<file path="src/rtl/cdt_pair.sv">
module cdt_pair #(
  parameter int CODE_W = 8,
  parameter int CNT_W  = 7,
  parameter int PRE_W  = 4
) (
  input  logic              clk,
  input  logic              rst_n,
  input  logic              ref_i,
  input  logic [CODE_W-1:0] dt_code_i,
  input  logic              main_en_i,
  input  logic              p_en_i,
  input  logic              n_en_i,
  input  logic              safe_run_i,
  input  logic              safe_idle_i,
  input  logic              p_idle_i,
  input  logic              n_idle_i,
  output logic              p_o,
  output logic              n_o,
  output logic              p_oe_o,
  output logic              n_oe_o
);

  localparam logic [CNT_W-1:0] CNT_ZERO = '0;
  localparam logic [PRE_W-1:0] PRE_ZERO = '0;

  logic [CNT_W-1:0] base;
  logic [PRE_W-1:0] div_m1;
  logic [CNT_W-1:0] cnt;
  logic [PRE_W-1:0] pre;
  logic             ref_q, p_dt, n_dt;
  logic             p_want, n_want, p_arm, n_arm;
  logic             ref_edge;

  always_comb begin
    casez (dt_code_i[7:5])
      3'b0??: begin base = dt_code_i[6:0];          div_m1 = PRE_W'(0);  end
      3'b10?: begin base = {1'b1, dt_code_i[5:0]};  div_m1 = PRE_W'(1);  end
      3'b110: begin base = {2'b01, dt_code_i[4:0]}; div_m1 = PRE_W'(7);  end
      default: begin base = {2'b01, dt_code_i[4:0]}; div_m1 = PRE_W'(15); end
    endcase
  end

  assign ref_edge = ref_i ^ ref_q;

  always_ff @(posedge clk) begin
    if (!rst_n) begin
      ref_q <= 1'b0;
      cnt   <= CNT_ZERO;
      pre   <= PRE_ZERO;
      p_dt  <= 1'b0;
      n_dt  <= 1'b0;
    end else begin
      ref_q <= ref_i;
      if (!main_en_i) begin
        cnt  <= CNT_ZERO;
        pre  <= PRE_ZERO;
        p_dt <= 1'b0;
        n_dt <= 1'b0;
      end else if (ref_edge) begin
        cnt  <= base;
        pre  <= div_m1;
        p_dt <= 1'b0;
        n_dt <= 1'b0;
      end else if (cnt != CNT_ZERO) begin
        if (pre == PRE_ZERO) begin
          pre <= div_m1;
          cnt <= cnt - CNT_W'(1);
        end else begin
          pre <= pre - PRE_W'(1);
        end
      end else begin
        p_dt <= ref_q;
        n_dt <= ~ref_q;
      end
    end
  end

  always_comb begin
    if (main_en_i) begin
      if (p_en_i && n_en_i) begin
        p_o = p_dt; n_o = n_dt; p_want = 1'b1; n_want = 1'b1;
      end else begin
        p_o    = p_en_i & ref_q;
        n_o    = n_en_i & ref_q;
        p_want = p_en_i | safe_run_i;
        n_want = n_en_i | safe_run_i;
      end
    end else begin
      p_want = p_en_i & safe_idle_i;
      n_want = n_en_i & safe_idle_i;
      p_o    = p_want & p_idle_i;
      n_o    = n_want & n_idle_i;
    end
  end

  always_ff @(posedge clk) begin
    if (!rst_n) begin
      p_arm <= 1'b0;
      n_arm <= 1'b0;
    end else begin
      p_arm <= p_want;
      n_arm <= n_want;
    end
  end

  assign p_oe_o = p_want & p_arm;
  assign n_oe_o = n_want & n_arm;

endmodule


</file>
<file path="config.mk">
export PLATFORM = sky130hd
export DESIGN_NAME = cdt_pair
export DESIGN_NICKNAME = d
export VERILOG_FILES = /design/src/rtl/cdt_pair.sv
export SDC_FILE = /design/constraint.sdc
export NUM_CORES = 1
export LEC_CHECK = 0
export ABC_CLOCK_PERIOD_IN_PS = 2000
export BUFFER_PORTS_ARGS = -buffer_cell sky130_fd_sc_hd__clkbuf_2
export CELL_PAD_IN_SITES_DETAIL_PLACEMENT = 1
export CELL_PAD_IN_SITES_GLOBAL_PLACEMENT = 1
export CORE_MARGIN = 2
export CORE_UTILIZATION = 25
export CTS_BUF_LIST = sky130_fd_sc_hd__clkbuf_4
export DETAILED_ROUTE_END_ITERATION = 6
export PLACE_DENSITY = 0.6
export REMOVE_ABC_BUFFERS = 1
export SYNTH_ARGS = -nofsm -noshare
export SYNTH_HDL_FRONTEND = slang
export SYNTH_SLANG_ARGS = --single-unit
</file>
<file path="constraint.sdc">
create_clock -name clk -period 2 [get_ports clk]
set_clock_uncertainty 0.15 [all_clocks]
set_input_delay 0.2 -clock clk [delete_from_list [all_inputs] [get_ports clk]]
set_output_delay 0.2 -clock clk [all_outputs]
set_load 0.005 [all_outputs]
</file>
# Yosys cells after proc, flatten, opt, wreduce, memory -nomap -nowiden
# Index checks and enable logic that the tools add are counted.
classes:
  add_sub_neg: 2
  multipliers: 0
  n_div: 0
  magnitude_cmp: 0
  n_eq_ne: 2
  shifts: 0
  n_mux: 16
  bitwise_logic: 15
  n_reduce_logical: 8
ops:
  columns: ["op", "count"]
  rows:
  - ["$mux 7", 3]
  - ["$pmux 7 s2", 1]
  - ["$mux 4", 3]
  - ["$pmux 4 s3", 1]
  - ["$and 1x1->1", 8]
  - ["$mux 1", 8]
  - ["$reduce_bool 7->1", 1]
  - ["$sub 7x1->7 const B", 1]
  - ["$logic_not 4->1", 1]
  - ["$not 1->1", 4]
  - ["$reduce_and 2->1", 2]
  - ["$reduce_bool 2->1", 2]
  - ["$sub 4x1->4 const B", 1]
  - ["$eq 3x3->1 const B", 1]
  - ["$reduce_or 3->1", 1]
  - ["$eq 2x2->1 const B", 1]
  - ["$or 1x1->1", 2]
  - ["$logic_and 1x1->1", 1]
  - ["$xor 1x1->1", 1]
totals:
  reg_bits: 16
  latchBits: 0
  ramBits: 0
  romBits: 0
  output_inout_bits: 4
  n_memories: 0

# Longest topological paths before layout
# Gate-level depths: netlist of run 1.
logic_depth:
  ltp_word: 5
  mapped_depth: 7
  ltp_nobuf: 6

# Worst setup path before layout of run 1
# Ideal clock, no wire load.
synth_path:
  path_kind: "reg2reg"
  startpoint: "register pre[0]"
  endpoint: "register cnt[2]"
  setup_time_ns: 0.117
  arrival_ns: 1.547
  t_required_ns: 1.733
  setup_slack_ns: 0.185
  stages_incl_launch_ff: 8
  n_path_buf: 1
  synth_period_minus_slack_ns: 1.815
  cell_sequence: "dfxtp_1 inv_1 ha_1 or3b_1 buf_2 a21oi_4 a21oi_1 a32o_1"
synth_via:
  elab_chain_cells: 3
synth_lines:
  columns: ["element", "line_no", "text"]
  rows:
  - ["start: declaration", "29", "logic [PRE_W-1:0] pre;"]
  - ["start signal: assignment", "61", "pre <= div_m1;"]
  - ["start signal: assignment", "66", "pre <= div_m1;"]
  - ["start signal: assignment", "69", "pre <= pre - PRE_W'(1);"]
  - ["$logic_not 4->1", "65", "if (pre == PRE_ZERO) begin"]
  - ["$reduce_bool 2->1 (no line)", null, null]
  - ["$reduce_and 2->1 (no line)", null, null]
  - ["end signal: assignment", "60", "cnt <= base;"]
  - ["end signal: assignment", "67", "cnt <= cnt - CNT_W'(1);"]
  - ["end: declaration", "28", "logic [CNT_W-1:0] cnt;"]
# Every way passes these cells.
# A chain may end at the register's enable or synchronous reset.

# Worst setup path in the final report of run 1
layout_path:
  startpoint: "register pre[1]"
  endpoint: "register cnt[3]"
# Same word-level chain as after synthesis.

==> impl_metrics.json, run 1 <==
{
  "fp.coreArea_sq_um": 4324,
  "num_rows": 24,
  "wl_met3_um": 53,
  "design_area_sq_um": 1346,
  "worstSetupPathType": "flop to flop",
  "avgSynthCellArea_sq_um": 8.537,
  "peakVddDrop_uv": 190.2,
  "gp_congestion": 0.8299,
  "grt_pass1_vias": 1100,
  "timing.rr.start": "pre[1]",
  "slew_headroom_pct": 62.79,
  "final_nets": 181,
  "tritoncts": "done",
  "setup_violations": 0,
  "numClockSinks": 16,
  "rr_endpoint": "cnt[3]",
  "track_usage_pct": 12.83,
  "drtIter0Drc": 35,
  "power_uw": 1041,
  "io_buffers": 21,
  "fmax_mhz": 523.4,
  "power.density_nw_per_um2": 773.3,
  "hold_viol_final": 0,
  "hpwlAfterDp_um": 2394,
  "vias": 1075,
  "wirelength_um": 3187,
  "p_leak_uw": 0.0005302,
  "synth_ff_type": "dfxtp_1",
  "ys_types": 45,
  "dieArea_sq_um": 4988,
  "dpl_cell_area_sq_um": 1291,
  "final_max_slew_viol_count": 0,
  "grt_max_degree": 19,
  "min_period_over_period_pct": 95.52,
  "area_growth_pct": 21.31,
  "critPathMaxFanout": 7,
  "fp.dieW_um": 70.63,
  "cp.arrival_ns": 1.96,
  "synth-edff-count": 0,
  "clockBufferDepth": 2,
  "period_needed_ns": 1.910,
  "antenna_found_initial": 0,
  "met1_length_um": 1493,
  "maxCapViolCount": 0,
  "ff2ff_path_depth": 6,
  "antenna_cells": 0,
  "syn_area_sq_um": 1110,
  "outcome": "complete, no violations",
  "ys_seq_elements": 16,
  "initial_core_util_pct": 25.67,
  "dr.pass1.iters": 4,
  "worstMarginPinSlew_ns": 0.5582,
  "cts-root-buf": "clkbuf_4",
  "end_kind": "flop",
  "io_pins": 22,
  "cp-startpoint": "pre[1]",
  "syn-instance-count": 130,
  "grt-ovfl-total": 0,
  "post_drt_wl_per_cell_um": 15.25,
  "critPathRequiredTime_ns": 2.05,
  "fillers": 556,
  "crit_path_end": "cnt[3]",
  "yosysWarnings": 0,
  "drtAntennaViolNets": 0,
  "dieHeight_um": 70.63,
  "insertion_delay_ns": 0.30,
  "hold_class": "primary input to flop",
  "clock_tree.htree_level_count": 1,
  "postSynth.asyncResetShare_pct": 0,
  "via_per_inst": 5.144,
  "cts_buffers": 3,
  "top_layer": "met4",
  "clk_pin_slew_ns": 0.11,
  "ys_seq_area_share_pct": 28.86,
  "grt_pass1_wl_um": 5216,
  "route.met2.wl_um": 1600,
  "drive_above_1_share_pct": 28.03,
  "postCtsHoldBufs": 0,
  "crit_path_start_kind": "flop",
  "rrSetupSlack_ns": 0.09,
  "drc": 0
}
[flip-flops by register name, indices dropped and copies added, names as in the netlist]
signal / cells
p_arm: 1
cnt: 7
pre: 4
ref_q: 1
n_arm: 1
n_dt: 1
p_dt: 1
[repair_timing]
action                                  CTS  global route
setup buffers                             0             2
endpoints found under the setup margin    0             6
resized for setup                         0             2
[critical path: stages, from the launching register on]
cell and delay [ns]:
dfxtp_1 0.35, inv_1 0.09, ha_1 0.19, or3b_4 0.42, a21oi_4 0.25, a21oi_1 0.10
a32o_1 0.26
[layout by cell type, fill, tap and decap left out, types with 3 or more instances in the layout]
master / instances
ha_1: 5
clkbuf_2: 21
nand3_1: 4
clkbuf_4: 3
and2_1: 7
nor3_1: 3
o21ai_0: 8
buf_4: 6
nor2b_1: 3
a211oi_1: 4
nand2_1: 11
a21oi_1: 11
inv_1: 6
dfxtp_1: 16
nor2_1: 8
[Yosys cell counts, types with 2 or more instances]
cell type	n	area share, %
a311oi_1	2	1.6
a21oi_1	11	5.0
dfxtp_1	16	29
a32o_1	2	1.8
a22oi_1	2	1.4
a31oi_1	2	1.1
nand2_1	11	3.7
nor2_1	8	2.7
o22ai_1	2	1.1
inv_1	6	2.0
mux2_2	2	2.0
nor2b_1	3	1.7
ha_1	5	5.6
and2_1	7	3.9
buf_2	3	1.4
nand3_1	4	1.8
nor2_2	2	1.1
nor3_1	3	1.4
a31o_1	2	1.6
a211oi_1	4	2.7
o21ai_0	8	3.6
nand2b_1	2	1.1
[cells by family (layout without fill, tap and decap cells)]
logic type	after synthesis	count (layout)	synth area share [%]
AOI/OAI and AO/OA	45	45	31.23
xor gates and xnor gates	3	3	3.045
adders and majority gates	5	5	5.637
buffers and inverters	10	37	3.720
DFF	16	16	28.86
muxes	2	2	2.029
and+or+nand+nor	49	49	25.48
[where the power goes]
part	switching [uW]	internal, uW
sequential	32.8	346
clock	118	72.8
combinational	258	213
total	410	632
[how the worst min path moves through the flow]
stage                  end  depth (start not counted)          from
floorplan            n_arm                          1         rst_n
global placement    cnt[1]                          3  dt_code_i[1]
detailed placement  cnt[1]                          3  dt_code_i[1]
CTS                 cnt[1]                          3  dt_code_i[1]
global route         n_arm                          2         rst_n
finish              cnt[1]                          3  dt_code_i[1]
[through the flow]
stage,utilization [%],setup slack [ns],TNS [ns],instances,hold WS [ns]
2_1_floorplan,-,0.1357,0,126,0.1717
3_3_place_gp,29.86,0.1292,0,203,0.3137
3_5_place_dp,29.86,0.07726,0,203,0.3316
4_1_cts,30.47,0.05310,0,207,0.007487
5_1_grt,31.13,-0.01987,-0.01987,209,0.02636
6_report,31.13,0.08958,0,209,0.01430
[final cells by class]
| type | count | area, sq um | area share, % |
|---|---|---|---|
| multi-input combinational | 104 | 762.0 | 56.60 |
| sequential | 16 | 320.3 | 23.79 |
| timing repair buffer | 27 | 150.1 | 11.15 |
| tap | 52 | 65.06 | 4.833 |
| clock buffer | 3 | 22.52 | 1.673 |
| inverter | 6 | 22.52 | 1.673 |
| clock inverter | 1 | 3.754 | 0.2788 |
[routing by layer]
layer,vias up,GRT usage [%]
met5,-,0
met4,0,5.241
met3,6,1.425
met2,16,22.43
met1,518,16.09
li1,535,-
No activity file was read; power rests on OpenSTA's default activity.
==> inputs of run 2 (changes only) <==
--- a/config.mk
+++ b/config.mk
@@ -5,6 +5,7 @@
 export SDC_FILE = /design/constraint.sdc
 export NUM_CORES = 1
 export LEC_CHECK = 0
+export ABC_AREA = 1
 export ABC_CLOCK_PERIOD_IN_PS = 2000
 export BUFFER_PORTS_ARGS = -buffer_cell sky130_fd_sc_hd__clkbuf_2
 export CELL_PAD_IN_SITES_DETAIL_PLACEMENT = 1
@@ -13,7 +14,7 @@
 export CORE_UTILIZATION = 25
 export CTS_BUF_LIST = sky130_fd_sc_hd__clkbuf_4
 export DETAILED_ROUTE_END_ITERATION = 6
-export PLACE_DENSITY = 0.6
+export PLACE_DENSITY = 0.63
 export REMOVE_ABC_BUFFERS = 1
 export SYNTH_ARGS = -nofsm -noshare
 export SYNTH_HDL_FRONTEND = slang
==> impl_metrics.json, run 2 <==
{
  "power_uw": 1030,
  "clock_tree.htree_level_count": 1,
  "dieArea_sq_um": 5110,
  "fmax_mhz": 600.9,
  "hold_viol_final": 0,
  "outcome": "complete, no violations",
  "grt-ovfl-total": 0,
  "ys_types": 21,
  "grt_max_degree": 14,
  "worstMarginPinSlew_ns": 0.3542,
  "ff2ff_path_depth": 9,
  "cp.arrival_ns": 1.73,
  "vias": 1143,
  "track_usage_pct": 12.19,
  "wirelength_um": 2810,
  "hold_path_end": "cnt[3]",
  "syn_area_sq_um": 1139,
  "fp.coreArea_sq_um": 4384,
  "hpwlAfterDp_um": 2237,
  "rrSetupSlack_ns": 0.34,
  "crit_path_start_kind": "flop",
  "synth.area.top_cells": "dfxtp_1 (28%), nand2_1 (17%), inv_1 (8.2%)",
  "syn-instance-count": 177,
  "ys_seq_area_share_pct": 28.13,
  "layout_commonest_cell": "nand2_1",
  "dieHeight_um": 71.49,
  "grt_pass1_vias": 1133,
  "rsz0062_at_grt": "no",
  "fp.dieW_um": 71.49,
  "synth_ff_type": "dfxtp_1",
  "insertion_delay_ns": 0.30,
  "power.density_nw_per_um2": 767.4,
  "peakVddDrop_uv": 255.4,
  "synth-edff-count": 0,
  "antenna_cells": 0,
  "num_rows": 24,
  "final_nets": 227,
  "avgSynthCellArea_sq_um": 6.433,
  "drtIter0Drc": 29,
  "min_from": "dt_code_i[3]",
  "period_needed_ns": 1.664,
  "layout_setup_ws_ns": 0.3358,
  "final_cell_mix": "nand2_1 (52), inv_1 (25), clkbuf_2 (21), nor2_1 (18), dfxtp_1 (16)",
  "top_register": "cnt",
  "yosysWarnings": 0,
  "yosysMostFrequentCell": "nand2_1",
  "post_drt_wl_per_cell_um": 11.02,
  "initial_core_util_pct": 25.97,
  "tns_ns": 0,
  "drive_above_1_share_pct": 17.73,
  "preCtsSetupSlack_ns": 0.3613,
  "min_period_over_period_pct": 83.21,
  "cts_buffers": 3,
  "reg_top3": "cnt: 7 flops, pre: 4 flops",
  "setup_violations": 0,
  "end_kind": "flop",
  "rr_endpoint": "cnt[5]",
  "maxCapViolCount": 0,
  "final_max_slew_viol_count": 0,
  "cts-root-buf": "clkbuf_4",
  "drtAntennaViolNets": 0,
  "yosysTopAreaCellShare_pct": 28.13,
  "critPathRequiredTime_ns": 2.06,
  "drc": 0,
  "fillers": 595,
  "ys_seq_elements": 16,
  "worstHoldPathCells": 5,
  "timing.rr.start": "cnt[0]",
  "cts_setup_buffers": 0,
  "clk_pin_slew_ns": 0.11,
  "area_growth_pct": 17.91,
  "ys_top_cells_by_count": "nand2_1 (52), inv_1 (25), nor2_1 (18)",
  "fin_cells": 255,
  "gp_congestion": 0.7176,
  "grt_pass1_wl_um": 5043,
  "numClockSinks": 16,
  "slew_headroom_pct": 76.33,
  "io_buffers": 21,
  "place_inst": 248,
  "worstSetupPathType": "flop to flop",
  "via_per_inst": 4.482,
  "postSynth.asyncResetShare_pct": 0,
  "hold_class": "primary input to flop",
  "p_leak_uw": 0.0006861,
  "io_pins": 22,
  "tritoncts": "done",
  "whs_ns": 0.06499,
  "critPathMaxFanout": 13,
  "clockBufferDepth": 2,
  "antenna_found_initial": 0,
  "yosysTopAreaCell": "dfxtp_1",
  "largest_register_ffs": 7,
  "dr.pass1.iters": 4
}
==> run 2: changes by cell type in the layout (fill, tap and decap cells not counted), moves of 3 or more <==
cell	delta
nand2_4	+5
nor2_1	+10
nor3_1	-3
a211oi_1	-4
dlygate4sd3_1	+3
nand2_1	+41
nand3_1	+11
nor2b_1	-3
buf_4	-6
inv_1	+19
and2_1	-7
o21ai_1	+3
==> run 2: worst max-delay path, stage by stage (launching register included) <==
cell and delay, ns:
dfxtp_1 0.34, inv_1 0.15, ha_1 0.17, nand2_1 0.14, nor2_8 0.18, nand2_4 0.13
nand2_4 0.14, nand2_1 0.07, nand2_1 0.05, nor2_1 0.04
==> run 2: worst max path at each step <==
stage	to	slack, ns	from
2_1_floorplan	cnt[4]	0.54	cnt[0]
3_3_place_gp	cnt[6]	0.39	cnt[0]
3_5_place_dp	cnt[5]	0.36	cnt[0]
4_1_cts	cnt[5]	0.33	cnt[0]
5_1_grt	cnt[4]	0.20	cnt[0]
6_report	cnt[5]	0.34	cnt[0]
==> run 2: metal layers <==
metal	vias to the layer above	track usage, %	part of all wire (%)
li1	612	-	-
met1	517	15.68	49
met2	11	21.09	48
met3	3	3.376	2.7
met4	0	1.258	0.36
met5	-	0	0
==> run 2: cell families after synthesis <==
group           synth area share, %
fa+ha+maj                     5.495
buf+inv                       10.55
compound gates                12.31
flops                         28.13
simple gates                  41.98
xor+xnor                      1.539
==> run 2: cell type report <==
type	instances	area (sq um)	share of cell area (%)
clock buffers	3	22.52	1.678
multi-input cells	133	698.2	52.00
well taps	52	65.06	4.846
clock inverters	1	3.754	0.2796
flip-flops and latches	16	320.3	23.86
repair buffers	24	135.1	10.07
inverters	26	97.59	7.269
==> run 2: timing repair <==
item,in CTS,in global routing
hold buffers,3,0
endpoints found under the hold margin,3,0
resized for setup,0,0
==> run 2: through the flow <==
| step | cell area (sq um) | util (%) |
|---|---|---|
| 5_1_grt | 1343 | 30.62 |
| 3_3_place_gp | 1286 | 29.34 |
| 6_report | 1343 | 30.62 |
| 2_1_floorplan | 1116 | - |
| 3_5_place_dp | 1286 | 29.34 |
| 4_1_cts | 1343 | 30.62 |
==> run 2: power breakdown <==
| part | switching [uW] | total, uW | leakage (uW) | internal (uW) |
|---|---|---|---|---|
| sequential | 34.2 | 389 | 0.000131 | 354 |
| clock | 117 | 190 | 0.0000154 | 72.8 |
| combinational | 280 | 452 | 0.000539 | 172 |
| total | 431 | 1030 | 0.000686 | 599 |
